## src/rtl/tcw_pkg.sv

```systemverilog
// Package: shared field positions, encodings and types for the timer
// control word decoder. Assumes a byte-wide control word whose field
// layout is fixed by the channels that consume the commands.
package tcw_pkg;

    localparam int BYTE_W     = 8;
    localparam int SEL_W      = 2;
    localparam int ACC_W      = 2;
    localparam int MODE_W     = 3;
    localparam int RB_MASK_W  = 3;
    localparam int CAUSE_W    = 4;

    // Bit positions inside the control byte
    localparam int SEL_LO     = 6;
    localparam int ACC_LO     = 4;
    localparam int MODE_LO    = 1;
    localparam int BCD_BIT    = 0;
    localparam int RB_CNT_N   = 5;
    localparam int RB_STS_N   = 4;
    localparam int RB_MASK_LO = 1;

    // Field encodings
    localparam logic [SEL_W-1:0] SEL_READBACK = 2'b11;
    localparam logic [ACC_W-1:0] ACC_LATCH    = 2'b00;
    localparam logic [ACC_W-1:0] ACC_LO_HI    = 2'b11;

    // Error cause bit indices
    localparam int CAUSE_MODE = 0;
    localparam int CAUSE_ACC  = 1;
    localparam int CAUSE_BCD  = 2;
    localparam int CAUSE_STS  = 3;

    // Operating modes the channels accept
    typedef enum logic [MODE_W-1:0] {
        OPM_TERMINAL = 3'd0,
        OPM_RATE     = 3'd2,
        OPM_SQUARE   = 3'd3
    } opmode_e;

    // Decoded view of one control byte
    typedef struct packed {
        logic                 is_rb;
        logic [SEL_W-1:0]     sel;
        logic [ACC_W-1:0]     acc;
        logic [MODE_W-1:0]    mode;
        logic                 bcd;
        logic                 rb_cnt_n;
        logic                 rb_sts_n;
        logic [RB_MASK_W-1:0] rb_mask;
    } ctrl_fields_t;

    // True for an operating mode the channels implement
    function automatic logic mode_supported(input logic [MODE_W-1:0] m);
        return (m == OPM_TERMINAL) || (m == OPM_RATE) || (m == OPM_SQUARE);
    endfunction

endpackage

```

## src/rtl/tcw_field_split.sv

```systemverilog
// Module: splits a raw control byte into named fields.
// Assumes nothing about validity; every field is extracted for every byte,
// and consumers decide which fields apply to the command class.
module tcw_field_split
    import tcw_pkg::*;
(
    input  logic [BYTE_W-1:0] byte_i,
    output ctrl_fields_t      fld_o
);

    // Pure wiring of byte bits into the field struct
    always_comb begin
        fld_o.sel      = byte_i[SEL_LO +: SEL_W];
        fld_o.is_rb    = (byte_i[SEL_LO +: SEL_W] == SEL_READBACK);
        fld_o.acc      = byte_i[ACC_LO +: ACC_W];
        fld_o.mode     = byte_i[MODE_LO +: MODE_W];
        fld_o.bcd      = byte_i[BCD_BIT];
        fld_o.rb_cnt_n = byte_i[RB_CNT_N];
        fld_o.rb_sts_n = byte_i[RB_STS_N];
        fld_o.rb_mask  = byte_i[RB_MASK_LO +: RB_MASK_W];
    end

endmodule

```

## src/rtl/tcw_rule_check.sv

```systemverilog
// Module: evaluates which support rules a control byte breaks.
// Assumes the byte has been split by tcw_field_split. A latch-type channel
// command (access 00) carries no settings and therefore breaks no rule;
// a read-back byte is only checked for a status-latch request.
module tcw_rule_check
    import tcw_pkg::*;
(
    input  logic               is_rb_i,
    input  logic [ACC_W-1:0]   acc_i,
    input  logic [MODE_W-1:0]  mode_i,
    input  logic               bcd_i,
    input  logic               rb_sts_n_i,
    output logic [CAUSE_W-1:0] cause_o
);

    logic is_prog;

    // Classify the byte as a programming command
    always_comb begin
        is_prog = !is_rb_i && (acc_i != ACC_LATCH);
    end

    // Collect every broken rule into the cause vector
    always_comb begin
        cause_o             = '0;
        cause_o[CAUSE_MODE] = is_prog && !mode_supported(mode_i);
        cause_o[CAUSE_ACC]  = is_prog && (acc_i != ACC_LO_HI);
        cause_o[CAUSE_BCD]  = is_prog && bcd_i;
        cause_o[CAUSE_STS]  = is_rb_i && !rb_sts_n_i;
    end

endmodule

```

## src/rtl/tcw_chan_cmd.sv

```systemverilog
// Module: forms the latch and programming requests for one channel.
// Assumes CH_IDX is below the read-back mask width and that cmd_ok_i is
// low whenever any support rule is broken (the whole byte is then dropped).
module tcw_chan_cmd
    import tcw_pkg::*;
#(
    parameter int CH_IDX = 0
) (
    input  logic                 cmd_ok_i,
    input  logic                 is_rb_i,
    input  logic [SEL_W-1:0]     sel_i,
    input  logic [ACC_W-1:0]     acc_i,
    input  logic                 rb_cnt_n_i,
    input  logic [RB_MASK_W-1:0] rb_mask_i,
    output logic                 latch_req_o,
    output logic                 prog_req_o
);

    localparam logic [SEL_W-1:0] MY_SEL = SEL_W'(CH_IDX);

    logic addressed;
    logic rb_hit;

    // Detect a channel command aimed at this channel
    always_comb begin
        addressed = !is_rb_i && (sel_i == MY_SEL);
    end

    // Detect a read-back count latch that includes this channel
    always_comb begin
        rb_hit = is_rb_i && !rb_cnt_n_i && rb_mask_i[CH_IDX];
    end

    // Turn the hits into requests, gated by the rule check
    always_comb begin
        latch_req_o = cmd_ok_i && ((addressed && (acc_i == ACC_LATCH)) || rb_hit);
        prog_req_o  = cmd_ok_i && addressed && (acc_i != ACC_LATCH);
    end

endmodule

```

## src/rtl/tmr_ctrl_decoder.sv

```systemverilog
// Module: control word decoder for a multi-channel interval timer.
// Takes one control byte per wr_en strobe and, on the following clock,
// issues single-cycle latch or programming pulses to the channels or an
// error pulse with its causes. Assumes NUM_CH is at most 3 (the read-back
// mask width) and that channels sample settings only with prog_pulse.
module tmr_ctrl_decoder
    import tcw_pkg::*;
#(
    parameter int NUM_CH = 3
) (
    input  logic               clk,
    input  logic               rst_n,
    input  logic               wr_en,
    input  logic [BYTE_W-1:0]  wr_data,
    output logic [NUM_CH-1:0]  latch_pulse,
    output logic [NUM_CH-1:0]  prog_pulse,
    output logic [ACC_W-1:0]   prog_access,
    output logic [MODE_W-1:0]  prog_mode,
    output logic               prog_bcd,
    output logic               err_pulse,
    output logic [CAUSE_W-1:0] err_cause
);

    ctrl_fields_t       fld;
    logic [CAUSE_W-1:0] cause;
    logic               cmd_ok;
    logic [NUM_CH-1:0]  latch_req;
    logic [NUM_CH-1:0]  prog_req;

    logic [NUM_CH-1:0]  latch_q;
    logic [NUM_CH-1:0]  prog_q;
    logic [ACC_W-1:0]   acc_q;
    logic [MODE_W-1:0]  mode_q;
    logic               bcd_q;
    logic [CAUSE_W-1:0] cause_q;

    tcw_field_split u_split (
        .byte_i (wr_data),
        .fld_o  (fld)
    );

    tcw_rule_check u_rules (
        .is_rb_i    (fld.is_rb),
        .acc_i      (fld.acc),
        .mode_i     (fld.mode),
        .bcd_i      (fld.bcd),
        .rb_sts_n_i (fld.rb_sts_n),
        .cause_o    (cause)
    );

    // A byte is acted on only if it breaks no rule
    always_comb begin
        cmd_ok = (cause == '0);
    end

    for (genvar ch = 0; ch < NUM_CH; ch++) begin : g_chan
        tcw_chan_cmd #(
            .CH_IDX (ch)
        ) u_cmd (
            .cmd_ok_i    (cmd_ok),
            .is_rb_i     (fld.is_rb),
            .sel_i       (fld.sel),
            .acc_i       (fld.acc),
            .rb_cnt_n_i  (fld.rb_cnt_n),
            .rb_mask_i   (fld.rb_mask),
            .latch_req_o (latch_req[ch]),
            .prog_req_o  (prog_req[ch])
        );
    end

    // Register the requests as one-cycle pulses after the strobe
    always_ff @(posedge clk) begin
        if (!rst_n || !wr_en) begin
            latch_q <= '0;
            prog_q  <= '0;
            acc_q   <= '0;
            mode_q  <= '0;
            bcd_q   <= 1'b0;
            cause_q <= '0;
        end else begin
            latch_q <= latch_req;
            prog_q  <= prog_req;
            acc_q   <= (|prog_req) ? fld.acc  : '0;
            mode_q  <= (|prog_req) ? fld.mode : '0;
            bcd_q   <= (|prog_req) ? fld.bcd  : 1'b0;
            cause_q <= cause;
        end
    end

    // Drive the ports from the pulse registers
    always_comb begin
        latch_pulse = latch_q;
        prog_pulse  = prog_q;
        prog_access = acc_q;
        prog_mode   = mode_q;
        prog_bcd    = bcd_q;
        err_cause   = cause_q;
        err_pulse   = |cause_q;
    end

    AST_PULSE_NEEDS_STROBE: assert property (@(posedge clk) disable iff (!rst_n)
        ((|latch_pulse) || (|prog_pulse) || err_pulse) |-> $past(wr_en));
    AST_PROG_ONEHOT: assert property (@(posedge clk) disable iff (!rst_n)
        $onehot0(prog_pulse));
    AST_PROG_SUPPORTED: assert property (@(posedge clk) disable iff (!rst_n)
        (|prog_pulse) |-> (prog_access == ACC_LO_HI && !prog_bcd
                           && mode_supported(prog_mode)));
    AST_ERR_NO_CMD: assert property (@(posedge clk) disable iff (!rst_n)
        err_pulse |-> (prog_pulse == '0 && latch_pulse == '0));
    AST_RB_NO_PROG: assert property (@(posedge clk) disable iff (!rst_n)
        ($past(rst_n) && $past(wr_en) && $past(wr_data[SEL_LO +: SEL_W]) == SEL_READBACK)
        |-> (prog_pulse == '0));
    AST_STS_BLOCKS_LATCH: assert property (@(posedge clk) disable iff (!rst_n)
        ($past(rst_n) && $past(wr_en) && $past(wr_data[SEL_LO +: SEL_W]) == SEL_READBACK
         && !$past(wr_data[RB_STS_N]))
        |-> (latch_pulse == '0 && err_cause[CAUSE_STS]));
    AST_IDLE_FIELDS_ZERO: assert property (@(posedge clk) disable iff (!rst_n)
        (prog_pulse == '0) |-> (prog_mode == '0 && prog_access == '0 && !prog_bcd));

endmodule

```

## config.mk

```make
export PLATFORM = sky130hd
export DESIGN_NAME = tmr_ctrl_decoder
export DESIGN_NICKNAME = d
export VERILOG_FILES = /design/src/rtl/tcw_pkg.sv /design/src/rtl/tcw_field_split.sv /design/src/rtl/tcw_rule_check.sv /design/src/rtl/tcw_chan_cmd.sv /design/src/rtl/tmr_ctrl_decoder.sv
export SDC_FILE = /design/constraint.sdc
export NUM_CORES = 1
export LEC_CHECK = 0
export ABC_AREA = 1
export BUFFER_PORTS_ARGS = -buffer_cell sky130_fd_sc_hd__buf_2
export CORE_AREA = 5 5 53 55
export DETAILED_ROUTE_END_ITERATION = 16
export DIE_AREA = 0 0 58 60
export PLACE_DENSITY = 0.55
export SLEW_MARGIN = 20
export SYNTH_ARGS = -nofsm -noshare
export SYNTH_HDL_FRONTEND = slang
export SYNTH_SLANG_ARGS = --single-unit
```

## constraint.sdc

```tcl
create_clock -name clk -period 1.95 [get_ports clk]
set_clock_uncertainty 0.2 [all_clocks]
set_input_delay 0.0975 -clock clk [delete_from_list [all_inputs] [get_ports clk]]
set_output_delay 0.0975 -clock clk [all_outputs]
set_load 0.01 [all_outputs]
```

==> results summary, run 1 <==
The final max-slew violation count came to 0. After synthesis, the share of cell area in mux cells is 0. Setup repair after global routing left no endpoint under its margin. The post-synthesis compound-gate area fraction came to 0.0626. STA classifies the critical path endpoint as a register. The portion of synthesized cell area occupied by the leading cell type came out at 0.594. The final weighted congestion in routability-driven placement is 0.764. The maximum fanout along the worst path came out at 3.

The via count of the first global-routing pass was 549. Traced cell by cell, the critical path runs through dlygate4sd3_1 -> buf_2 -> nand2_1 -> inv_1 -> nor2_1 -> nand2_1 -> a21oi_1 -> dlygate4sd3_1. The share of the synthesized netlist area taken by xor and xnor gates is 0. The effective utilization at floorplan is 0.230. Dividing the synthesized area by the synthesized cell count gives 7.70 µm².

Data on the critical path is required at its endpoint by 1.98 ns. The overall fraction of global-route tracks in use is 0.0839. The end point of the critical path is err_cause[1]. After synthesis, the cell types taking the most area are dfxtp_1, nor2_1, inv_1. The DRC violation count after routing is 0. The arithmetic-cell share of the synthesized area counting full adders, half adders and majority gates came out at 0.

The die height is 60 µm. The worst voltage drop across the vdd grid came out at 0.259 mV. STA classifies the critical path startpoint as an input port. The post-cts resize count came out at 0. The reported max-cap violation count came out at 0. The static leakage power is 0.478 nW. The clock tree from TritonCTS is yes.

Among all stages on the critical path, the largest delay is contributed by dlygate4sd3_1. The hold violation count in the final report came to 0. The time the final worst path needs with I/O delays and setup came out at 1.79 ns. The critical path is of the input port to register type.

The synthesized netlist cell count is 70. The clock sink count is 16. The via total after detailed routing is 549. The die is 58 µm wide.

The clock transition time at the flip-flop clock pins of the worst setup and hold paths came out at 0.09 ns. The number of nets in the layout is 125. The final routed wirelength across all metal layers is 1260 µm. From synthesis to final layout, the design area changed by 59.9%. The mean number of vias per cell came out at 3.84. Pin placement for this block handled 28 I/O pins. In this run the tool buffered the top-level ports with 27 buffer cells. After synthesis, the largest family of logic cells by area is simple AND/OR/NAND/NOR gates. The number of DRC markers after the initial detailed-route iteration came out at 13.

The critical path starts at wr_data[6]. The antenna diode count came out at 0. The aggregate global routing overflow came out at 0.

The tree is rooted in a clkbuf_4. The number of iterations in the first detailed-routing pass came out at 4. Once routing completed, OpenROAD measured the worst setup slack at 0.164 ns.

The netlist area before placement came out at 539 µm². Yosys printed 0 warnings. The longest clock path from root to sink contains 2 buffers. The startpoint identified for the worst hold timing path is rst_n. The distinct cell type count after synthesis is 9. The number of cell rows came out at 18. The setup slack after placement came out at 0.845 ns. The global-route wire length before repair came out at 2180 µm. The die area is 0.00348 mm². The number of filler cells placed in the layout came out at 263. The flow ran to the end, and the final reports show no timing, DRC or antenna violations. The number of H-tree levels came out at 1. The worst min-delay path category is input port to register. The initial antenna violation count came out at 0. Of all cell types, the one taking the most synthesized area is dfxtp_1. The final HPWL from detailed placement is 1010 µm.

The portion of the post-synthesis area used by sequential elements is 0.594. The portion of the clock cycle consumed by the worst path in the final layout came out at 0.916. The remaining antenna violation count came out at 0. STA puts the critical path data arrival time at 1.81 ns. The maximum clock frequency is 0.560 GHz. In this run the power density over the cells is 719 mW/mm². The placeable core area came out at 0.00234 mm². The post-synthesis sequential element count is 16. The stage delay of the slowest cell on the critical path is 0.55 ns. The wire length per cell after detailed routing came out at 8.79 µm. Of the total synthesized cell area, the portion taken by AND, OR, NAND and NOR gates is 0.232. The number of buffers created by CTS came out at 3. The share of layout cells above drive strength 1 is 0.274. The final setup violation count is 0. The maximum number of pins on one net before global-route repair came out at 10.

For the final routed database, the setup TNS stands at 0 ns.
## worst max-delay path, delay by kind of cell
family | cells | cell delay, ns
AO/OA/AOI/OAI | 1 | 0.12
buffers and inverters | 4 | 1.27
AND/OR/NAND/NOR | 3 | 0.33
## worst min-delay path by stage
stage                    endpoint  slack, ns  cells past startpoint
floorplan            err_cause[1]      -0.01                      1
global placement     err_cause[1]       0.13                      2
detailed placement   err_cause[1]       0.13                      2
CTS                 prog_pulse[1]       0.06                      5
global route        prog_pulse[1]       0.11                      5
finish              prog_pulse[1]       0.06                      5
## placed cells by master (no fill, tap or decap), types with 3 or more instances in the layout
| cell | netlist | final |
|---|---|---|
| dlygate4sd3_1 | 0 | 11 |
| clkbuf_4 | 0 | 3 |
| nand2_1 | 12 | 12 |
| nor2_1 | 16 | 16 |
| o22ai_1 | 3 | 3 |
| nand3_1 | 4 | 4 |
| dfxtp_1 | 16 | 16 |
| buf_2 | 0 | 27 |
| inv_1 | 15 | 15 |
## sequential cells by signal (all words and copies together), names as in the netlist
signal / count
err_cause: 4
latch_pulse: 3
prog_access: 2
prog_bcd: 1
prog_mode: 3
prog_pulse: 3
## synthesized netlist by cell type
master and instances:
a21oi_1 2, o21ai_1 1, nand2_1 12, nand3_1 4, dfxtp_1 16, nor2_1 16, inv_1 15, o22ai_1 3
conb_1 1
## layout make-up
cell class              instances  area, µm²  area share
flip-flops and latches         16        320       0.372
repair buffers                 38        245       0.284
multi-input cells              40        166       0.193
inverters                      15       56.3      0.0653
well taps                      30       37.5      0.0435
clock buffers                   4       36.3      0.0421
## kinds of logic after synthesis
kind of cell	count (synthesis)
compound gates	6
simple gates	32
other cells	1
buf+inv	15
flops	16
## report_power, final
part | internal [mW] | leakage (nW) | switching [mW]
clock | 0.114 | 0.0210 | 0.0965
sequential | 0.333 | 0.130 | 0.00194
combinational | 0.0370 | 0.327 | 0.0376
## routing by layer
layer | GRT usage | up-vias | share of wire
li1 | - | 292 | -
met1 | 0.0885 | 238 | 0.39
met2 | 0.142 | 15 | 0.51
met3 | 0.0194 | 4 | 0.075
met4 | 0.0695 | 0 | 0.029
met5 | 0 | - | 0
## through the flow
stage / power, mW / instance area (µm²) / std cells / hold WS (ns) / utilization
after floorplan: 0.375 / 543 / 71 / -0.0116 / -
after global placement: 0.401 / 716 / 128 / 0.134 / 0.306
after detailed placement: 0.401 / 716 / 128 / 0.132 / 0.306
after CTS: 0.628 / 862 / 143 / 0.0561 / 0.368
after global routing: 0.656 / 862 / 143 / 0.109 / 0.368
final: 0.620 / 862 / 143 / 0.0609 / 0.368
## timing repair
item	CTS	global route
hold buffers	11	0
buffers inserted	0	0
endpoints found under the hold margin	11	0
Note: power is estimated with default switching activity, not from simulation.
==> inputs of run 2 (changes only) <==
--- a/config.mk
+++ b/config.mk
@@ -10,6 +10,7 @@
 export CORE_AREA = 5 5 53 55
 export DETAILED_ROUTE_END_ITERATION = 16
 export DIE_AREA = 0 0 58 60
+export HOLD_SLACK_MARGIN = 0.15
 export PLACE_DENSITY = 0.55
 export SLEW_MARGIN = 20
 export SYNTH_ARGS = -nofsm -noshare
==> constraint.sdc (replaced) <==
create_clock -name clk -period 2.2 [get_ports clk]
set_clock_uncertainty 0.2 [all_clocks]
set_input_delay 0.11 -clock clk [delete_from_list [all_inputs] [get_ports clk]]
set_output_delay 0.11 -clock clk [all_outputs]
set_load 0.01 [all_outputs]
==> run 2 against run 1 <==
Compared with the run above: clock-buffer cell count is the same; largest cell class is now non-clock buffers; die area unchanged; highest routed layer unchanged; clock power shrank 12%; cell count rose by 6.3%.
==> results summary, run 2 (synthesis results as in run 1) <==
For hold timing, the worst endpoint is prog_pulse[0]. The standard cell area after detailed placement is 716 µm² (unchanged). The effective utilization at floorplan was 0.230 (unchanged). The horizontal extent of the die was 58 µm (unchanged). The flip-flop count of the largest register, all copies and words added is 4 (unchanged). The family of cells with the greatest summed delay on the critical path is buffers and inverters. In this run the most critical hold path is launched from wr_data[7].

The worst setup path is launched from an input port. The data arrival at the endpoint of the critical path came out at 2.08 ns (+0.27 ns). The final HPWL from detailed placement is 1010 µm (unchanged). The final max-slew violation count is 0 (unchanged). The post-cts resize count came to 0 (unchanged). The worst voltage drop across the vdd grid is 0.245 mV (-5.4%). The hold violation count in the final report came out at 0 (unchanged). The setup slack after placement came to 1.08 ns (+0.238 ns). The antenna diode count is 0 (unchanged). The remaining antenna violation count was 0 (unchanged). The placeable core area was 0.00234 mm² (unchanged).

The synthesis-to-finish area growth came out at 76.6%. The number of ports placed on the die boundary came out at 28 (unchanged). The number of port buffers came out at 27 (unchanged). The maximum number of pins on one net before global-route repair came out at 10 (unchanged).

In the layout the commonest cells are buf_2, dlygate4sd3_1, nor2_1, dfxtp_1, inv_1. The overall fraction of global-route tracks in use is 0.0952 (+0.0112). The clock sink count is 16 (unchanged). The final instance area is 952 µm² (+10%). The worst hold path stage count came out at 5 (unchanged). The wire length per cell after detailed routing came to 9.44 µm (+7.4%).

The share of layout cells above drive strength 1 is 0.254 (-0.0202). The number of cell rows came to 18 (unchanged). The global-route wire length before repair is 2430 µm (+11%).

The number of H-tree levels is 1 (unchanged). The clock transition time at the flip-flop clock pins of the worst setup and hold paths came out at 0.08 ns (about the same). The worst setup path is captured at a register. Setup repair after global routing left no endpoint under its margin.

The number of buffers inserted for hold repair after clock tree synthesis came out at 20 (+9). The maximum clock path buffer count came out at 2 (unchanged). The worst setup slack after layout came out at 0.146 ns (-0.0179 ns). CTS placed an instance of clkbuf_4 at the clock tree root.

The die area was 0.00348 mm² (unchanged). The count of buffers added by post-CTS timing repair for setup is 0 (unchanged). The final weighted congestion in routability-driven placement is 0.764 (about the same).

The via total after detailed routing is 599 (+9.1%). The setup TNS is 0 ns (unchanged). The maximum fanout along the worst path came to 3 (unchanged). The master of the slowest instance on the critical path is dlygate4sd3_1. The endpoint required time on the critical path is 2.23 ns (+0.25 ns). Of the available clock period, the critical path in the final layout requires 0.933. TritonCTS built the clock tree. The worst min-delay path category is input port to register. The via count of the first global-routing pass is 611 (+11%). The die height was 60 µm (unchanged). Counting I/O delays and the setup requirement, the final critical path takes 2.05 ns. The buffer and inverter count on the worst path is 5 (+1).

The reported max-cap violation count is 0 (unchanged). The number of DRC markers after the initial detailed-route iteration is 6 (-7). The initial antenna violation count was 0 (unchanged). The number of buffers created by CTS came out at 3 (unchanged).

The critical path starts at wr_data[7]. The power per cell area came out at 584 mW/mm² (-19%). The number of iterations in the first detailed-routing pass came out at 4 (unchanged). The final routed wirelength across all metal layers is 1440 µm (+14%). The static leakage power came out at 0.533 nW (+11%).

The number of filler cells placed in the layout came out at 256 (-2.7%). The final setup violation count was 0 (unchanged). The aggregate global routing overflow is 0 (unchanged).

The DRC violation count after routing is 0 (unchanged). The flow ran to the end, and the final reports show no timing, DRC or antenna violations. Among the stages of the critical path, the cell type that occurs most often is dlygate4sd3_1. The stage delay of the slowest cell on the critical path came to 0.57 ns (+0.02 ns).

Walking the worst path, the cells encountered are dlygate4sd3_1 -> buf_2 -> inv_1 -> nand2_1 -> dlygate4sd3_1 -> nor2_1 -> dlygate4sd3_1. The number of nets in the layout came out at 134 (+7.2%). The mean number of vias per cell came out at 3.94 (+2.6%). Leaving out fill and tap cells, the most frequent cell in the layout is buf_2. The critical path is of the input port to register type.

The maximum clock frequency is 0.487 GHz.
run 2: cell count changes in the layout (fill, tap and decap cells not counted), sizes merged:
cell / previous run / this run
dlygate4sd3: 11 / 20
run 2: cell type report:
type / count / area, µm² / share of cell area
flip-flops and latches: 16 / 320 / 0.336
repair buffers: 47 / 335 / 0.352
inverters: 15 / 56.3 / 0.0591
well taps: 30 / 37.5 / 0.0394
clock buffers: 4 / 36.3 / 0.0381
multi-input cells: 40 / 166 / 0.175
run 2: how the worst max path moves through the flow:
stage	slack, ns	to	cells after the start
4_1_cts	0.15	prog_pulse[1]	7
2_1_floorplan	1.32	latch_pulse[0]	6
5_1_grt	0.07	prog_pulse[1]	7
3_5_place_dp	1.08	latch_pulse[0]	7
3_3_place_gp	1.13	latch_pulse[0]	7
6_report	0.15	prog_pulse[1]	7
run 2: worst min-delay path: stages:
cell,delay (ns)
dlygate4sd3_1,0.51
buf_2,0.11
inv_1,0.05
nand2_1,0.11
nor2_1,0.06
run 2: metal layers:
layer | GRT usage | vias up | share of wire
li1 | - | 309 | -
met1 | 0.0884 | 261 | 0.35
met2 | 0.182 | 25 | 0.55
met3 | 0.0194 | 4 | 0.072
met4 | 0.0695 | 0 | 0.028
met5 | 0 | - | 0
run 2: power by group:
group	total (mW)	leakage (nW)	switching [mW]	internal [mW]
logic	0.0731	0.382	0.0355	0.0376
clock network	0.185	0.0210	0.0848	0.101
registers	0.297	0.130	0.00171	0.295
run 2: per-stage QoR:
| step | cells | hold WS, ns | utilization | power, mW |
|---|---|---|---|---|
| 6_report | 152 | 0.504 | 0.407 | 0.556 |
| 4_1_cts | 152 | 0.471 | 0.407 | 0.562 |
| 2_1_floorplan | 71 | 0.000898 | - | 0.332 |
| 3_3_place_gp | 128 | 0.147 | 0.306 | 0.355 |
| 5_1_grt | 152 | 0.541 | 0.407 | 0.587 |
| 3_5_place_dp | 128 | 0.144 | 0.306 | 0.356 |
==> inputs of run 3 (changes only) <==
--- a/config.mk
+++ b/config.mk
@@ -7,11 +7,12 @@
 export LEC_CHECK = 0
 export ABC_AREA = 1
 export BUFFER_PORTS_ARGS = -buffer_cell sky130_fd_sc_hd__buf_2
-export CORE_AREA = 5 5 53 55
+export CORE_AREA = 5 5 42 44
 export DETAILED_ROUTE_END_ITERATION = 16
-export DIE_AREA = 0 0 58 60
+export DIE_AREA = 0 0 47 49
 export HOLD_SLACK_MARGIN = 0.15
-export PLACE_DENSITY = 0.55
+export PLACE_DENSITY = 0.8
+export SKIP_LAST_GASP = 1
 export SLEW_MARGIN = 20
 export SYNTH_ARGS = -nofsm -noshare
 export SYNTH_HDL_FRONTEND = slang
==> run 3 against run 2 <==
Compared with the run above: sequential cell count stayed put; die area is 34% lower; cell count is 9.2% lower; setup slack worse by 0.075 ns; first-iteration DRC count grew to 2.7 times the previous value; total power hardly changed; hold slack worse by 0.019 ns; combinational power is 2% higher; via count is 4.0% higher; critical path type unchanged; critical endpoint is now prog_pulse[2].
==> results summary, run 3 (synthesis results as in run 1) <==
The flow ran to the end, and the final reports show no timing, DRC or antenna violations. The portion of total power attributed to the clock network came out at 0.332 (-0.002). The setup path with the least slack is of type input port to register.

The static leakage power came out at 0.533 nW (unchanged). The DRC violation count after routing was 0 (unchanged). Setup repair after global routing left no endpoint under its margin.

The reported max-cap violation count is 0 (unchanged). The startpoint type of the worst setup path is an input port. The final routed wirelength across all metal layers is 1530 µm (+6.4%).

The internal power is 0.434 mW (about the same). The clock tree from TritonCTS is yes. The wire length per cell after detailed routing is 11.1 µm (+17%).

The number of ports placed on the die boundary came out at 28 (unchanged). The via total after detailed routing is 623 (+4.0%). The sequential fraction of design power is 0.534 (about the same). The portion of the clock cycle consumed by the worst path in the final layout is 0.967 (+0.0340).

The setup TNS is 0 ns (unchanged). The hold violation count in the final report is 0 (unchanged). The maximum clock frequency is 0.470 GHz (-3.5%).

The maximum number of pins on one net before global-route repair was 10 (unchanged). The remaining antenna violation count was 0 (unchanged). The number of H-tree levels came out at 1 (unchanged). The clock transition time at the flip-flop clock pins of the worst setup and hold paths was 0.08 ns (about the same). The global-route wire length before repair is 2530 µm (+4.3%). The time the final worst path needs with I/O delays and setup came out at 2.13 ns (+0.0748 ns). The stage delay of the slowest cell on the critical path came out at 0.59 ns (+0.02 ns). The worst min-delay path category is input port to register. The number of nets in the layout came out at 134 (unchanged). The die height is 49 µm (-18%). The endpoint required time on the critical path came out at 2.23 ns (about the same). The data arrival at the endpoint of the critical path was 2.15 ns (+0.07 ns). The signal on the critical path passes through dlygate4sd3_1 -> buf_2 -> inv_1 -> nand2_1 -> dlygate4sd3_1 -> nor2_1 -> dlygate4sd3_1. The logic gate share of total power came out at 0.134 (+0.002). The mean number of vias per cell is 4.51 (+15%). The maximum fanout along the worst path is 3 (unchanged). The synthesis-to-finish area growth is 73.3%.

The buffer and inverter count on the worst path was 5 (unchanged). The final max-slew violation count came out at 0 (unchanged). The library cell used most frequently in the layout, excluding fill and tap cells, is buf_2. The number of cell rows is 14 (-4). The number of port buffers is 27 (unchanged).

The aggregate global routing overflow is 0 (unchanged). Grouping stages by cell kind, the critical path spends the most delay in buffers and inverters. The number of buffers created by CTS is 3 (unchanged).

The net switching fraction of the power came out at 0.220 (+0.000549). The number of iterations in the first detailed-routing pass came out at 4 (unchanged). The final instance area came out at 935 µm² (-1.8%). The share of layout cells above drive strength 1 is 0.254 (unchanged). The initial antenna violation count was 0 (unchanged).

The count of buffers added by post-CTS timing repair for setup came out at 0 (unchanged). The flip-flop count of the largest register, all copies and words added is 4 (unchanged). The clock sink count came out at 16 (unchanged).

The standard cell area after detailed placement is 698 µm² (-2.4%). CTS placed an instance of clkbuf_4 at the clock tree root. The horizontal extent of the die is 47 µm (-19%). The maximum clock path buffer count is 2 (unchanged). The overall fraction of global-route tracks in use came out at 0.153 (+0.0579). The post-route non-filler standard cell count is 138 (-9.2%). The die area is 0.00230 mm² (-34%). The final setup violation count came to 0 (unchanged). The type of destination of the critical path is a register.

Leaving out fill and tap cells, the most frequent cells in the layout are buf_2, dlygate4sd3_1, nor2_1, dfxtp_1, inv_1. The number of DRC markers after the initial detailed-route iteration is 16 (+10). The antenna diode count is 0 (unchanged). The switching power summed over all nets is 0.122 mW (+0.33%). The power per cell area is 595 mW/mm² (+2.0%). The final HPWL from detailed placement is 910 µm (-9.8%). The final weighted congestion in routability-driven placement is 0.815 (+6.6%).

The worst voltage drop across the vdd grid was 0.491 mV (+100%). Among all stages on the critical path, the largest delay is contributed by dlygate4sd3_1. Counting stages on the worst path, the most repeated cell is dlygate4sd3_1. The cell count after placement is 114 (-11%). The effective utilization at floorplan is 0.385 (+0.155). The via count of the first global-routing pass came to 643 (+5.2%). The placeable core area came out at 0.00140 mm² (-40%).
-- run 3: layer usage --
layer | GRT usage | wire (µm)
met2 | 0.276 | 845
met3 | 0.0332 | 120
met4 | 0.101 | 53
met5 | 0 | 0
met1 | 0.141 | 507
-- run 3: cell type report --
| type | count | area (µm²) |
|---|---|---|
| multi-input cells | 40 | 166 |
| well taps | 16 | 20.0 |
| repair buffers | 47 | 335 |
| inverters | 15 | 56.3 |
| clock buffers | 4 | 36.3 |
| fillers | 109 | 467 |
| flip-flops and latches | 16 | 320 |
-- run 3: power by group through the flow --
| stage | registers (mW) | logic, mW | clock network [mW] |
|---|---|---|---|
| after floorplan | 0.307 | 0.0248 | 0 |
| after global placement | 0.304 | 0.0498 | 0 |
| after detailed placement | 0.304 | 0.0511 | 0 |
| after CTS | 0.297 | 0.0713 | 0.190 |
| after global routing | 0.298 | 0.0823 | 0.205 |
| final | 0.297 | 0.0743 | 0.185 |
-- run 3: through the flow --
step           power, mW  utilization  hold slack [ns]  setup WS (ns)
6_report           0.556        0.667            0.485         0.0717
5_1_grt            0.585        0.667            0.503         0.0296
4_1_cts            0.558        0.667            0.460          0.154
3_5_place_dp       0.355        0.498            0.144           1.09
3_3_place_gp       0.354        0.498            0.143           1.15
2_1_floorplan      0.332            -         0.000898           1.32
-- run 3: repair_timing --
action / 4_1_cts / 5_1_grt
hold buffers: 20 / 0
gates resized for setup: 0 / 0
endpoints found under the hold margin: 14 / 0
-- run 3: final timing paths --
path       start             to  slack [ns]  depth (start not counted)
min   wr_data[6]  prog_pulse[0]        0.49                          5
max   wr_data[6]  prog_pulse[2]        0.07                          7
